`src/rtl/ifr_pkg.sv`:
```
package ifr_pkg;
  typedef enum logic [1:0] {
    TK_NORM = 2'd0,
    TK_DATA = 2'd1,
    TK_CRC  = 2'd2,
    TK_EOD  = 2'd3
  } tx_kind_t;

  typedef enum logic [2:0] {
    SQ_IDLE, SQ_NORM, SQ_DATA, SQ_WAIT, SQ_CRC, SQ_EOD, SQ_EOF
  } seq_state_t;

  localparam logic [2:0] ST_NONE  = 3'd0;
  localparam logic [2:0] ST_DONE  = 3'd1;
  localparam logic [2:0] ST_EMPTY = 3'd2;
  localparam logic [2:0] ST_ARB   = 3'd3;
  localparam logic [2:0] ST_ERR   = 3'd4;
endpackage

```
`src/rtl/ifr_crc.sv`:
```
module ifr_crc #(
  parameter int DW = 8,
  parameter int CW = 8,
  parameter logic [CW-1:0] POLY = 8'h1D,
  parameter logic [CW-1:0] INIT = 8'hFF
) (
  input  logic          clk,
  input  logic          rst,
  input  logic          init,
  input  logic          upd,
  input  logic [DW-1:0] din,
  output logic [CW-1:0] crc
);
  function automatic logic [CW-1:0] crc_next(input logic [CW-1:0] c, input logic [DW-1:0] d);
    logic [CW-1:0] r;
    r = c;
    for (int i = DW - 1; i >= 0; i--) begin
      if (r[CW-1] ^ d[i]) r = (r << 1) ^ POLY;
      else r = r << 1;
    end
    return r;
  endfunction

  always_ff @(posedge clk) begin
    if (rst || init) crc <= INIT;
    else if (upd) crc <= crc_next(crc, din);
  end
endmodule

```
`src/rtl/ifr_status.sv`:
```
module ifr_status
  import ifr_pkg::*;
(
  input  logic       clk,
  input  logic       rst,
  input  logic       set_err,
  input  logic       set_arb,
  input  logic       set_done,
  input  logic       ack,
  input  logic       empty,
  output logic [2:0] code
);
  logic p_err, p_arb, p_done;

  always_comb begin
    if (p_err) code = ST_ERR;
    else if (p_arb) code = ST_ARB;
    else if (empty) code = ST_EMPTY;
    else if (p_done) code = ST_DONE;
    else code = ST_NONE;
  end

  always_ff @(posedge clk) begin
    if (rst) begin
      p_err <= 1'b0;
      p_arb <= 1'b0;
      p_done <= 1'b0;
    end else begin
      if (ack) begin
        if (p_err) p_err <= 1'b0;
        else if (p_arb) p_arb <= 1'b0;
        else if (!empty && p_done) p_done <= 1'b0;
      end
      if (set_err) p_err <= 1'b1;
      if (set_arb) p_arb <= 1'b1;
      if (set_done) p_done <= 1'b1;
    end
  end

  AST_ACK_DROPS_ERR: assert property (@(posedge clk) disable iff (rst)
    (ack && p_err && !set_err) |=> (code != ST_ERR));
endmodule

```
`src/rtl/ifr_ctrl.sv`:
```
module ifr_ctrl
  import ifr_pkg::*;
#(
  parameter int DW = 8,
  parameter int CW = 8
) (
  input  logic          clk,
  input  logic          rst,
  input  logic          host_wr,
  input  logic [DW-1:0] host_wdata,
  input  logic          host_set_crc,
  input  logic          host_set_nocrc,
  input  logic          host_set_last,
  input  logic          bus_eod,
  input  logic          bus_eof,
  input  logic          bus_arb_lost,
  input  logic          bus_rx_err,
  input  logic          bus_foreign_ifr,
  input  logic          tx_take,
  input  logic [CW-1:0] crc_val,
  output logic          crc_init,
  output logic          crc_upd,
  output logic [DW-1:0] dreg,
  output logic          tx_req,
  output logic [1:0]    tx_kind,
  output logic [DW-1:0] tx_byte,
  output logic          tx_empty,
  output logic          mode_crc,
  output logic          mode_nocrc,
  output logic          last_req,
  output logic          ev_err,
  output logic          ev_arb,
  output logic          ev_done
);
  seq_state_t state;
  logic use_crc, busy, mode_any;

  assign busy     = (state != SQ_IDLE);
  assign mode_any = mode_crc | mode_nocrc;

  always_comb begin
    ev_err  = bus_rx_err;
    ev_arb  = bus_arb_lost && busy && !bus_rx_err;
    ev_done = (state == SQ_EOF) && bus_eof && !bus_rx_err && !bus_arb_lost && !bus_foreign_ifr;
    crc_init = (state == SQ_IDLE) && bus_eod && mode_any && !bus_rx_err && !bus_foreign_ifr;
    crc_upd  = (state == SQ_DATA) && tx_take && !bus_rx_err && !bus_arb_lost && !bus_foreign_ifr;
    tx_req  = 1'b0;
    tx_kind = TK_NORM;
    tx_byte = '0;
    case (state)
      SQ_NORM: begin tx_req = 1'b1; tx_kind = TK_NORM; end
      SQ_DATA: begin tx_req = 1'b1; tx_kind = TK_DATA; tx_byte = dreg; end
      SQ_CRC:  begin tx_req = 1'b1; tx_kind = TK_CRC;  tx_byte = DW'(~crc_val); end
      SQ_EOD:  begin tx_req = 1'b1; tx_kind = TK_EOD; end
      default: ;
    endcase
  end

  always_ff @(posedge clk) begin
    if (rst) begin
      state <= SQ_IDLE;
      dreg <= '0;
      tx_empty <= 1'b0;
      mode_crc <= 1'b0;
      mode_nocrc <= 1'b0;
      last_req <= 1'b0;
      use_crc <= 1'b0;
    end else begin
      if (host_set_last) last_req <= 1'b1;
      if (host_set_crc) begin
        mode_crc <= 1'b1;
        mode_nocrc <= 1'b0;
      end else if (host_set_nocrc) begin
        mode_nocrc <= 1'b1;
        mode_crc <= 1'b0;
      end
      if (bus_rx_err) begin
        state <= SQ_IDLE;
        mode_crc <= 1'b0;
        mode_nocrc <= 1'b0;
        last_req <= 1'b0;
        tx_empty <= 1'b0;
      end else if (bus_arb_lost && busy) begin
        state <= SQ_IDLE;
        last_req <= 1'b0;
        tx_empty <= 1'b0;
      end else if (bus_foreign_ifr) begin
        mode_crc <= 1'b0;
        mode_nocrc <= 1'b0;
        if (busy) begin
          state <= SQ_IDLE;
          last_req <= 1'b0;
          tx_empty <= 1'b0;
        end
      end else begin
        case (state)
          SQ_IDLE: if (bus_eod && mode_any) begin
            state <= SQ_NORM;
            use_crc <= mode_crc;
          end
          SQ_NORM: if (tx_take) state <= SQ_DATA;
          SQ_DATA: if (tx_take) begin
            if (last_req) state <= use_crc ? SQ_CRC : SQ_EOD;
            else begin
              state <= SQ_WAIT;
              tx_empty <= 1'b1;
            end
          end
          SQ_WAIT: begin
            if (!tx_empty) state <= SQ_DATA;
            else if (last_req) begin
              state <= use_crc ? SQ_CRC : SQ_EOD;
              tx_empty <= 1'b0;
            end
          end
          SQ_CRC: if (tx_take) state <= SQ_EOD;
          SQ_EOD: if (tx_take) state <= SQ_EOF;
          SQ_EOF: if (bus_eof) begin
            state <= SQ_IDLE;
            mode_crc <= 1'b0;
            mode_nocrc <= 1'b0;
            last_req <= 1'b0;
          end
          default: state <= SQ_IDLE;
        endcase
      end
      if (host_wr) begin
        dreg <= host_wdata;
        tx_empty <= 1'b0;
      end
    end
  end

  AST_MODE_EXCL: assert property (@(posedge clk) disable iff (rst)
    $onehot0({mode_crc, mode_nocrc}));
  AST_NO_MODE_NO_START: assert property (@(posedge clk) disable iff (rst)
    (state == SQ_IDLE && bus_eod && !mode_any) |=> !tx_req);
  AST_ARB_KEEPS_MODE: assert property (@(posedge clk) disable iff (rst)
    (busy && bus_arb_lost && !bus_rx_err && !bus_foreign_ifr && !host_set_crc && !host_set_nocrc)
    |=> (mode_crc == $past(mode_crc)) && (mode_nocrc == $past(mode_nocrc)) && !last_req && !tx_req);
  AST_ERR_CLEARS_MODE: assert property (@(posedge clk) disable iff (rst)
    bus_rx_err |=> !mode_crc && !mode_nocrc && !tx_req);
  AST_REQ_HOLD: assert property (@(posedge clk) disable iff (rst)
    (tx_req && !tx_take && !bus_rx_err && !bus_arb_lost && !bus_foreign_ifr)
    |=> tx_req && $stable(tx_kind));
endmodule

```
`src/rtl/ifr_tx_seq.sv`:
```
module ifr_tx_seq
  import ifr_pkg::*;
#(
  parameter int DW = 8,
  parameter int CW = 8,
  parameter logic [CW-1:0] CRC_POLY = 8'h1D,
  parameter logic [CW-1:0] CRC_INIT = 8'hFF
) (
  input  logic          clk,
  input  logic          rst,
  input  logic          host_wr,
  input  logic [DW-1:0] host_wdata,
  input  logic          host_set_crc,
  input  logic          host_set_nocrc,
  input  logic          host_set_last,
  input  logic          host_st_ack,
  input  logic          bus_eod,
  input  logic          bus_eof,
  input  logic          bus_arb_lost,
  input  logic          bus_rx_err,
  input  logic          bus_foreign_ifr,
  input  logic          tx_take,
  output logic          tx_req,
  output logic [1:0]    tx_kind,
  output logic [DW-1:0] tx_byte,
  output logic          tx_empty,
  output logic          mode_crc,
  output logic          mode_nocrc,
  output logic          last_req,
  output logic [2:0]    status_code
);
  logic [CW-1:0] crc_val;
  logic [DW-1:0] dreg;
  logic crc_init, crc_upd, ev_err, ev_arb, ev_done;

  ifr_ctrl #(.DW(DW), .CW(CW)) u_ctrl (
    .clk, .rst, .host_wr, .host_wdata, .host_set_crc, .host_set_nocrc,
    .host_set_last, .bus_eod, .bus_eof, .bus_arb_lost, .bus_rx_err,
    .bus_foreign_ifr, .tx_take, .crc_val, .crc_init, .crc_upd, .dreg,
    .tx_req, .tx_kind, .tx_byte, .tx_empty, .mode_crc, .mode_nocrc,
    .last_req, .ev_err, .ev_arb, .ev_done
  );

  ifr_crc #(.DW(DW), .CW(CW), .POLY(CRC_POLY), .INIT(CRC_INIT)) u_crc (
    .clk, .rst, .init(crc_init), .upd(crc_upd), .din(dreg), .crc(crc_val)
  );

  ifr_status u_status (
    .clk, .rst, .set_err(ev_err), .set_arb(ev_arb), .set_done(ev_done),
    .ack(host_st_ack), .empty(tx_empty), .code(status_code)
  );
endmodule

```
`config.mk`:
```
export PLATFORM = sky130hd
export DESIGN_NAME = ifr_tx_seq
export DESIGN_NICKNAME = d
export VERILOG_FILES = /design/src/rtl/ifr_pkg.sv /design/src/rtl/ifr_crc.sv /design/src/rtl/ifr_status.sv /design/src/rtl/ifr_ctrl.sv /design/src/rtl/ifr_tx_seq.sv
export SDC_FILE = /design/constraint.sdc
export NUM_CORES = 1
export LEC_CHECK = 0
export ABC_AREA = 1
export ABC_CLOCK_PERIOD_IN_PS = 1800
export BUFFER_PORTS_ARGS = -buffer_cell sky130_fd_sc_hd__buf_2
export CAP_MARGIN = 20
export CORE_UTILIZATION = 54
export DETAILED_ROUTE_END_ITERATION = 6
export GPL_TIMING_DRIVEN = 0
export PLACE_DENSITY_LB_ADDON = 0.15
export SYNTH_ARGS = -nofsm -noshare
export SYNTH_HDL_FRONTEND = slang
export SYNTH_SLANG_ARGS = --single-unit
```
`constraint.sdc`:
```
create_clock -name clk -period 1.8 [get_ports clk]
set_clock_uncertainty 0.05 [all_clocks]
set_input_delay 0.54 -clock clk [delete_from_list [all_inputs] [get_ports clk]]
set_output_delay 0.54 -clock clk [all_outputs]
set_load 0.02 [all_outputs]
```
==> flow_summary.ini, run 1 <==
[layout]
final_nets = 375
diodes = 0
top_regs = u_crc.crc (8), u_ctrl.dreg (8), u_ctrl.state (3)
final_area_um2 = 2410
drive_gt1_frac = 0.266
area_growth_pct = 32.6

[critical_path]
required_ns = 1.21
cp_max_fo = 5
cp-end-kind = output pin
slowest_stage = dfxtp_4
crit_type = reg2out
max_stage_delay_ns = 0.40
cp-start-kind = flop
cp_data_arrival_time_ns = 1.41
path_cells = clkinv_4 -> nand3_4 -> buf_8 -> o22ai_4 -> buf_6
rrSetupSlack_ns = 0.19

[grt]
grt_pass1_vias = 1796
grt_pass1_wl_mm = 7.91
track_usage = 0.293
overflow = 0
antenna_found_initial = 0
grt_max_degree = 16

[timing]
rsz0062_at_grt = true
setup_viol = 11
min_period_ns = 2.00
post-route-period-util = 1.11
setup_ws_ns = -0.200
worstMarginPinSlew_ns = 0.500
max_freq_mhz = 500
slew_headroom = 0.667
finalMaxSlewViolations = 0
final-hold-violation-count = 0
hold_slack_ns = 0.298
final.setup.tns_ns = -1.74

[yosys]
ys_warn_count = 0
ys_types = 26
synth_mux_area_frac = 0
synth-xor-area-share = 0.0193
yosysMostFrequentCell = nand2_1
synth.avg_cell_area_um2 = 6.02
yosys-top-cells-area = dfxtp_1 30%, nand2_1 20%, nand3_1 7.4%, inv_1 7.0%, a21oi_1 6.9%
synth.largest_area_cell = dfxtp_1
mappedNetlistArea_um2 = 1820
yosysTopAreaCellShare = 0.298
synthArstFlopShare = 0
synth_fa_ha_area_frac = 0
synthTopCellsByCount = 96 x nand2_1, 34 x inv_1, 27 x dfxtp_1, 27 x nand3_1, 25 x a21oi_1
ys_seq_area_frac = 0.298
synth_ff_type = dfxtp_1
synthSimpleGateAreaFrac = 0.404
synth_top_family_by_area = simple AND/OR/NAND/NOR gates
synth_compound_area_frac = 0.180
synth_seq_cells = 27
netlist_instances = 302
synth_edf_count = 0
syn-num-nets = 323

[clock_network]
cts_tree = done
postCtsHoldBufs = 0
clockBufferDepth = 2
h-tree-depth = 1
cts.sinks = 27
cts_buffers = 3
clkTransAtPathRegs_ns = 0.16
clk_latency_ns = 0.34
root_buffer = clkbuf_4

[drt]
dr.pass1.iters = 4
vias = 2131
drcViolationCount = 0
first_iter_violations = 184
via_per_inst = 5.37
postRouteAntennaNets = 0
routed_wl_mm = 5.22
wl_per_cell_um = 13.2

[pwr]
powerDensity_nw_per_um2 = 521
p_leak_nw = 1.18
ir_drop_mv = 0.349

[outcome]
status = finished with violations
violations = setup timing

[placement]
dpl_cell_area_um2 = 2110
place_ws_ns = -0.0138
hpwlAfterDp_mm = 3.46
place_congestion = 0.872
numPortBuffers = 37

[job]
maxCapViolations = 0

[floorplan]
die_h_um = 60
rows = 20
start_util = 0.581
dieArea_um2 = 3600
core_um2 = 3130
io_pins = 39
dieWidth_um = 60

[worst_hold_path]
hold_path_class = in2reg
worst max-delay path, delay by kind of cell (launching register included):
family	cells	cell delay [ns]
and+or+nand+nor	1	0.11
DFF	1	0.40
AOI/OAI and AO/OA	1	0.18
buffers and inverters	3	0.38
per-stage QoR:
step	utilization	cells	power [mW]
after global routing	0.770	397	1.32
after floorplan	-	302	0.866
after detailed placement	0.675	383	0.943
after global placement	0.675	383	0.939
after CTS	0.740	394	1.24
final	0.770	397	1.25
layout by cell type, fill, tap and decap left out, drive strengths merged, types with 4 or more instances in the layout:
cell type / count
nand2: 105
buf: 51
inv: 39
nand3: 30
dfxtp: 27
a21oi: 25
nor2: 25
o21ai: 22
o22ai: 7
o211ai: 4
report_power, final:
group	switching (mW)	internal (mW)	total, mW	leakage (nW)
clock	0.206	0.0839	0.290	0.0177
sequential	0.0174	0.612	0.630	0.224
combinational	0.218	0.117	0.335	0.937
per-layer routing:
layer | vias to the layer above | part of all wire | GRT usage
met1 | 944 | 0.46 | 0.407
li1 | 1089 | - | -
met4 | 0 | 0.015 | 0.0897
met5 | - | 0 | 0
met3 | 9 | 0.065 | 0.0346
met2 | 89 | 0.46 | 0.473
what timing repair did:
| action | in CTS | in global routing |
|---|---|---|
| pin swaps | 2 | 4 |
| buffers inserted | 5 | 3 |
| setup endpoints to repair | 13 | 12 |
| gates cloned | 2 | 0 |
| gates resized for setup | 36 | 18 |
path summary, 6_finish.rpt:
kind                                       from                 to  cells past startpoint
worst min-delay path               host_set_crc  u_ctrl.mode_nocrc                      2
worst max register to register  u_ctrl.state[0]    u_ctrl.last_req                     10
worst max-delay path            u_ctrl.state[0]         tx_byte[2]                      5
worst min register to register   u_ctrl.use_crc     u_ctrl.use_crc                      2
cells by family after synthesis:
logic type / after synthesis
flops: 27
buf+inv: 46
simple gates: 165
compound gates: 60
xor+xnor: 4
cell type report:
type / instances / area, µm²
clock inverter: 1 / 5.00
fill: 238 / 719
sequential: 27 / 556
clock buffer: 3 / 22.5
timing repair buffer: 46 / 348
multi-input combinational: 230 / 1220
inverter: 41 / 166
tap: 44 / 55.1
buffer: 5 / 36.3
(Power assumes the default switching activity.)
==> run 2, diff against run 1 <==
--- a/config.mk
+++ b/config.mk
@@ -5,7 +5,6 @@
 export SDC_FILE = /design/constraint.sdc
 export NUM_CORES = 1
 export LEC_CHECK = 0
-export ABC_AREA = 1
 export ABC_CLOCK_PERIOD_IN_PS = 1800
 export BUFFER_PORTS_ARGS = -buffer_cell sky130_fd_sc_hd__buf_2
 export CAP_MARGIN = 20
@@ -15,4 +14,5 @@
 export PLACE_DENSITY_LB_ADDON = 0.15
 export SYNTH_ARGS = -nofsm -noshare
 export SYNTH_HDL_FRONTEND = slang
+export SYNTH_HIERARCHICAL = 1
 export SYNTH_SLANG_ARGS = --single-unit
==> run 2 against run 1 <==
Against the previous run:
- the flow still finishes with violations (setup timing)
- synthesized cell count down 29%
- total power down 9.0%
- count of clock-buffer cells in the layout unchanged
- non-clock buffer count up 18
- final area up 4.4%
- routed wire length down 4.4%
- sequential share of layout area down 0.88 points
- critical path type unchanged
- largest power group unchanged
==> flow_summary.ini, run 2 <==
[outcome]
status = finished with violations
violations = setup timing

[clock_network]
h-tree-depth = 1
cts_buffers = 3
root_buffer = clkbuf_4
clk_latency_ns = 0.33
clkTransAtPathRegs_ns = 0.17
cts_tree = done
postCtsHoldBufs = 0
cts.sinks = 27
clockBufferDepth = 2

[pwr]
swShare = 0.293
clkPwrFrac = 0.248
powerDensity_nw_per_um2 = 454
p_leak_nw = 1.04
finalPower_mw = 1.14
switchingPower_mw = 0.335
ir_drop_mv = 0.488
seqPwrFrac = 0.550
p_int_mw = 0.807
power_frac_comb = 0.203

[floorplan]
io_pins = 39
rows = 20
die_h_um = 58.4
start_util = 0.568
core_um2 = 3030
dieWidth_um = 58.4
dieArea_um2 = 3410

[placement]
dp.cells = 296
place_congestion = 0.849
hpwlAfterDp_mm = 2.81
numPortBuffers = 37
place_ws_ns = -0.288
dpl_cell_area_um2 = 2000

[layout]
final_cell_mix = 28 x buf_2, 26 x nor2_1, 21 x dfxtp_1
n_fill_cell = 189
diodes = 0
layout_commonest_cell = buf_2
multi_input_area_um2 = 1260
ff_latch_area_um2 = 558
top_regs = u_crc/crc (8), u_ctrl/dreg (8), u_ctrl/state (3)
area_growth_pct = 46.3
final_nets = 297
layout.cells.non_filler = 319
drive_gt1_frac = 0.451
finish.utilization = 0.831
final_area_um2 = 2510

[critical_path]
required_ns = 1.21
path_delay_family = buffers and inverters
slowest_stage = dfxtp_4
path_buf_inv = 3
path_cells = buf_6 -> nand2b_4 -> buf_8 -> nor2_4 -> a21oi_2 -> nor2_2 -> buf_6
max_stage_delay_ns = 0.38
crit_top_cell = buf_6
cp-start-kind = flop
cp_data_arrival_time_ns = 1.52
rrSetupSlack_ns = 0
cp-end-kind = output pin
cp_max_fo = 5
crit_type = reg2out

[drt]
routed_wl_mm = 4.99
first_iter_violations = 75
wl_per_cell_um = 15.7
postRouteAntennaNets = 0
via_per_inst = 5.52
vias = 1762
drcViolationCount = 0
dr.pass1.iters = 4

[timing]
slew_headroom = 0.507
final.setup.tns_ns = -2.63
setup_ws_ns = -0.308
worstMarginPinSlew_ns = 0.740
min_period_ns = 2.11
setup_viol = 12
post-route-period-util = 1.17
hold_slack_ns = 0.308
finalMaxSlewViolations = 0
max_freq_mhz = 474
rsz0062_at_grt = true
final-hold-violation-count = 0

[yosys]
ys_warn_count = 6
synthArstFlopShare = 0
ys_seq_area_frac = 0.314
yosysMostFrequentCell = nor2_1
ys_types = 39
synth.largest_area_cell = dfxtp_1
synthTopCellsByCount = 44 x nor2_1, 27 x dfxtp_1, 19 x a21oi_1
synth_edf_count = 0
synth.avg_cell_area_um2 = 8.00
netlist_instances = 215
syn-num-nets = 236
synth_seq_cells = 27
yosys-top-cells-area = dfxtp_1 31%, nor2_1 9.6%, xnor2_1 9.2%, mux2i_1 7.0%, a21oi_1 5.5%
mappedNetlistArea_um2 = 1720
synth_ff_type = dfxtp_1
yosysTopAreaCellShare = 0.314

[grt]
track_usage = 0.272
grt_pass1_vias = 1606
antenna_found_initial = 0
overflow = 0
grt_pass1_wl_mm = 7.11
grt_max_degree = 17

[worst_hold_path]
hold_path_class = in2reg

[job]
maxCapViolations = 0
run 2: cell count changes in the layout (fill, tap and decap cells not counted), sizes merged, moves of 12 or more:
cell / previous run / this run
inv: 39 / 9
nor2: 25 / 44
xnor2: 3 / 20
nand3: 30 / 0
nand2: 105 / 8
mux2i: 0 / 12
run 2: power by group through the flow:
stage / registers (mW) / clock network [mW] / logic (mW)
floorplan: 0.641 / 0 / 0.159
global placement: 0.642 / 0 / 0.207
detailed placement: 0.642 / 0 / 0.211
CTS: 0.626 / 0.286 / 0.214
global route: 0.630 / 0.311 / 0.248
finish: 0.627 / 0.283 / 0.231
run 2: worst paths after layout:
path,start,end,cells past startpoint
setup / recovery,u_ctrl/state[1],tx_byte[6],7
hold / removal,host_set_crc,u_ctrl/mode_nocrc,2
setup reg to reg,u_ctrl/state[1],u_ctrl/state[1],7
hold reg to reg,u_status/p_done,u_status/p_done,2
run 2: area by class of cell:
class | count | share of cell area
repair buffers | 57 | 0.170
multi-input cells | 165 | 0.501
flip-flops and latches | 27 | 0.222
clock inverters | 1 | 0.00299
plain buffers | 12 | 0.0572
well taps | 44 | 0.0219
inverters | 10 | 0.0164
clock buffers | 3 | 0.00896
run 2: kinds of logic (layout without fill, tap and decap cells):
family | after synthesis | count (layout) | synth area share
compound gates | 45 | 45 | 0.153
xor+xnor | 28 | 28 | 0.179
buf+inv | 23 | 83 | 0.0597
flops | 27 | 27 | 0.314
mux | 13 | 13 | 0.0764
simple gates | 79 | 79 | 0.218
run 2: what timing repair did:
action	4_1_cts	5_1_grt
setup endpoints to repair	13	22
pin swaps	4	11
cloned	2	1
setup buffers	10	7
gates resized for setup	57	32
run 2: metal layers:
layer	vias to the layer above	global-route usage	wire length (µm)
met5	-	0	0
met4	0	0.160	141
met3	11	0.0242	217
met2	63	0.470	2650
met1	836	0.331	1980
li1	852	-	-
